<file path="src/rtl/hazard_fwd_ctrl.sv">
module hazard_fwd_ctrl #(
  parameter int REG_W = 5
) (
  input  logic [REG_W-1:0] id_rs,
  input  logic [REG_W-1:0] id_rt,
  input  logic [REG_W-1:0] ex_rs,
  input  logic [REG_W-1:0] ex_rt,
  input  logic [REG_W-1:0] ex_rd,
  input  logic             ex_reg_dst,
  input  logic             ex_mem_read,
  input  logic             mem_reg_write,
  input  logic [REG_W-1:0] mem_dst,
  input  logic             wb_reg_write,
  input  logic [REG_W-1:0] wb_dst,
  output logic [1:0]       fwd_a,
  output logic [1:0]       fwd_b,
  output logic             pc_we,
  output logic             ifid_we,
  output logic             id_ctrl_zero,
  output logic [REG_W-1:0] ex_dst
);
  localparam logic [1:0]       SEL_RF   = 2'b00;
  localparam logic [1:0]       SEL_MEM  = 2'b10;
  localparam logic [1:0]       SEL_WB   = 2'b01;
  localparam logic [REG_W-1:0] ZERO_REG = '0;

  logic             load_use;
  logic             mem_live;
  logic             wb_live;
  logic [REG_W-1:0] src [2];
  logic [1:0]       sel [2];

  assign ex_dst   = ex_reg_dst ? ex_rd : ex_rt;
  assign load_use = ex_mem_read && ((ex_dst == id_rs) || (ex_dst == id_rt));

  assign pc_we        = !load_use;
  assign ifid_we      = !load_use;
  assign id_ctrl_zero = load_use;

  assign mem_live = mem_reg_write && (mem_dst != ZERO_REG);
  assign wb_live  = wb_reg_write  && (wb_dst  != ZERO_REG);

  assign src[0] = ex_rs;
  assign src[1] = ex_rt;

  for (genvar i = 0; i < 2; i++) begin : g_opnd
    always_comb begin
      if (mem_live && (mem_dst == src[i]))
        sel[i] = SEL_MEM;
      else if (wb_live && (wb_dst == src[i]))
        sel[i] = SEL_WB;
      else
        sel[i] = SEL_RF;
    end
  end

  assign fwd_a = sel[0];
  assign fwd_b = sel[1];
endmodule

</file>
<file path="config.mk">
export PLATFORM = sky130hd
export DESIGN_NAME = hazard_fwd_ctrl
export DESIGN_NICKNAME = d
export VERILOG_FILES = /design/src/rtl/hazard_fwd_ctrl.sv
export SDC_FILE = /design/constraint.sdc
export NUM_CORES = 1
export LEC_CHECK = 0
export CAP_MARGIN = 20
export CORE_UTILIZATION = 32
export DETAILED_ROUTE_END_ITERATION = 6
export GPL_TIMING_DRIVEN = 0
export PLACE_DENSITY = 0.89
export SETUP_SLACK_MARGIN = 0.1
export SYNTH_ARGS = -nofsm -noshare
export SYNTH_HDL_FRONTEND = slang
export SYNTH_SLANG_ARGS = --single-unit
</file>
<file path="constraint.sdc">
create_clock -name vclk -period 5.5
set_input_delay 1.375 -clock vclk [all_inputs]
set_output_delay 1.375 -clock vclk [all_outputs]
set_load 0.01 [all_outputs]
</file>
**Word-level counts from Yosys, hierarchy flattened**

Cells that the tools add are included.

- Reduce and logical (&&, ||, !) cells: 11
- Mux-type cells: 5
- Eq/ne operators: 6

Operator list:

| cell | number |
|---|---|
| equality test 5 bit | 6 |
| nonzero test 5 bit | 2 |
| logical AND 1 bit | 7 |
| 2-to-1 mux 5 bit | 1 |
| 2-to-1 mux 2 bit | 2 |
| 2-to-1 mux 1 bit | 2 |
| zero test 1 bit | 1 |
| logical OR 1 bit | 1 |

- Bits of input ports: 39
- Output and inout port bits: 12
- Register bits: 0

**Longest topological paths before layout**

- Depth in word-level cells: 5
- Gate-level depth with buffers: 6
- Depth with buffers taken out: 4

**Worst setup path after synthesis**

No wires, ideal clock.

- Path type: input to output
- Start: input port ex_reg_dst
- End: output port pc_we
- Slack: 1.566 ns
- Path buffers: 2
- Stages: 6
- Arrival: 2.559 ns
- Cells stage by stage: buf_6 mux2i_1 xor2_1 and3_1 a22oi_1 buf_4

- Longest elaborated chain between the ends: 5

Ends and longest elaborated chain:

| element | RTL line | RTL |
|---|---|---|
| start, declared | 9 | `input logic ex_reg_dst,` |
| 2-to-1 mux 5 bit (*) | 33 | `assign ex_dst = ex_reg_dst ? ex_rd : ex_rt;` |
| equality test 5 bit | 34 | `assign load_use = ex_mem_read && ((ex_dst == id_rs) \|\| (ex_dst == id_rt));` |
| logical OR 1 bit (*) | 34 |  |
| logical AND 1 bit (*) | 34 |  |
| zero test 1 bit (*) | n/a |  |
| end, declared | 17 | `output logic pc_we,` |

Every way passes the cells marked *; elsewhere a longest branch is shown, timed or not.

**Worst setup path in the final report**

- Start: input port mem_dst[1]
- End: output port fwd_a[0]

- Longest elaborated chain between the ends: 4

Ends and longest elaborated chain:

| element | RTL line | RTL |
|---|---|---|
| start, declared | 12 | `input logic [REG_W-1:0] mem_dst,` |
| nonzero test 5 bit | 40 | `assign mem_live = mem_reg_write && (mem_dst != ZERO_REG);` |
| logical AND 1 bit | 40 |  |
| logical AND 1 bit (*) | 48 | `if (mem_live && (mem_dst == src[i]))` |
| 2-to-1 mux 2 bit (*) | 48 |  |
| end, declared | 15 | `output logic [1:0] fwd_a,` |

Marked as above.

==> reports/qor.yml <==
timing.fmax_mhz: 205.5
netlist_area_um2: 480.5
grt_usage_pct: 20.85
dieHeight_um: 40.75
coreArea_um2: 1350
finalCriticalPeriod_ns: 4.867
ir_drop_v: 0.00003527
run_status: "completed"
yosysWarnings: 0
gr-total-overflow: 0
critPathRequiredTime_ns: 4.12
leakage_nw: 0.3903
tightest_slew_ns: 0.4403
worstSetupStartpointType: "input pin"
synth_cell_types: 16
io_pins: 51
synth_xor_area_share_pct: 54.69
ys_top_cells_by_count: "xor2_1 (18), xnor2_1 (12), inv_1 (5), mux2i_1 (5), or4_1 (4)"
multiInputGateArea_um2: 442.9
rsz0062_at_grt: "false"
initial_core_util_pct: 35.59
finalSetupTns_ns: 0
post-route-drc-count: 0
grt_pass1_wl_mm: 2.401
fin_nets: 151
io_buffers: 50
end_kind: "output pin"
drive_above_1_share_pct: 4.545
holdBufCountCts: 0
first_pass_iters: 4
fin_ws_ns: 0.6332
gp_congestion: 0.7573
yosysSeqAreaShare_pct: 0
hold_slack_ns: 3.593
n_fill_cell: 114
path_class: "input pin to output pin"
wirelength_mm: 1.636
syn_to_final_growth_pct: 108.1
clkbuf_count: 0
synth.top_cell.area_share_pct: 32.81
dpl.hpwl_mm: 1.545
yosysMostFrequentCell: "xor2_1"
ant_nets: 0
synthCells: 60
drt_iter0_drc: 1
wl_per_cell_um: 13.09
synth_top_family_by_area: "XOR/XNOR gates"
cts.repair.resized: 0
hold_viol: 0
cp_max_fo: 3
grt_pass1_vias: 565
arrival_ns: 3.49
synth_top_cells_by_area: "xor2_1 (33%), xnor2_1 (22%), mux2i_1 (10%), or4_1 (6.3%), nor4_2 (5.2%)"
layout_worst_path_cycle_share_pct: 88.49
slew_violations: 0
setup_viol: 0
rows: 13
die_area_um2: 1661
flops_and_latches: 0
hold_class: "input pin to output pin"
synthAdderAreaFrac_pct: 0
antenna_found_initial: 0
die-width_um: 40.75
regArea_um2: 0
place_ws_ns: 0.6139
vias_per_cell: 4.768
synth_area_leader_cell: "xor2_1"
maxCapViolations: 0
route.vias.total: 596
antenna_cells: 0
power_per_cell_area_nw_per_um2: 77.22
synth_compound_area_share_pct: 6.250
post_cts_buffers: 0
grt_max_degree: 6
yosys.area_share.simple_pct: 20.83
maxSlewHeadroom_pct: 70.38
synthMuxAreaShare_pct: 10.42
synth_nets: 99
avgSynthCellArea_um2: 8.008
-- metal layers --
layer / routed length (um) / vias up / track usage [%]
met5: 0 / - / 0
met2: 820 / 30 / 40.87
li1: - / 309 / -
met3: 184 / 0 / 3.804
met1: 630 / 257 / 24.36
met4: 0 / 0 / 0
-- cell families (layout without fill, tap and decap cells) --
| logic type | after synthesis | after routing |
|---|---|---|
| xor gates and xnor gates | 30 | 30 |
| and+or+nand+nor | 14 | 14 |
| buffers and inverters | 7 | 57 |
| muxes | 5 | 5 |
| AOI/OAI and AO/OA | 4 | 4 |
-- through the flow --
stage | instances | total power [mW] | area [um^2] | util [%]
after floorplan | 60 | 0.03178 | 480.5 | -
after global placement | 125 | 0.07581 | 999.7 | 74.05
after detailed placement | 125 | 0.07776 | 999.7 | 74.05
after CTS | 125 | 0.07810 | 999.7 | 74.05
after global routing | 125 | 0.08372 | 999.7 | 74.05
final | 125 | 0.07720 | 999.7 | 74.05
-- final cells by class --
cell class	count	share of cell area, %
plain buffers	2	1.877
inverters	5	1.877
multi-input cells	53	44.31
well taps	15	1.877
repair buffers	50	50.06
-- worst max-delay path, stage by stage --
cell             delay, ns
clkdlybuf4s50_1       0.47
or4_1                 0.56
o21ai_2               0.15
nor4_1                0.10
nor4_2                0.26
clkdlybuf4s50_1       0.58
-- power by group --
group          switching, mW  internal, mW  leakage, nW  total (mW)
clock network              0             0            0           0
registers                  0             0            0           0
logic                 0.0287        0.0485        0.390      0.0772
-- worst paths after layout --
check | startpoint | end | slack [ns] | cells after the start
setup / recovery | mem_dst[1] | fwd_a[0] | 0.63 | 6
hold / removal | ex_reg_dst | ex_dst[4] | 3.59 | 4
-- cell usage in the layout, fill, tap and decap left out, drive strengths merged, types with 2 or more instances in the layout --
cell type and n:
nor4 4, and3 2, nand3 2, o21ai 2, inv 5, buf 2
nor3 2, xnor2 12, xor2 18, or4 4, clkdlybuf4s50 50, mux2i 5
No activity file was read; power rests on OpenSTA's default activity.
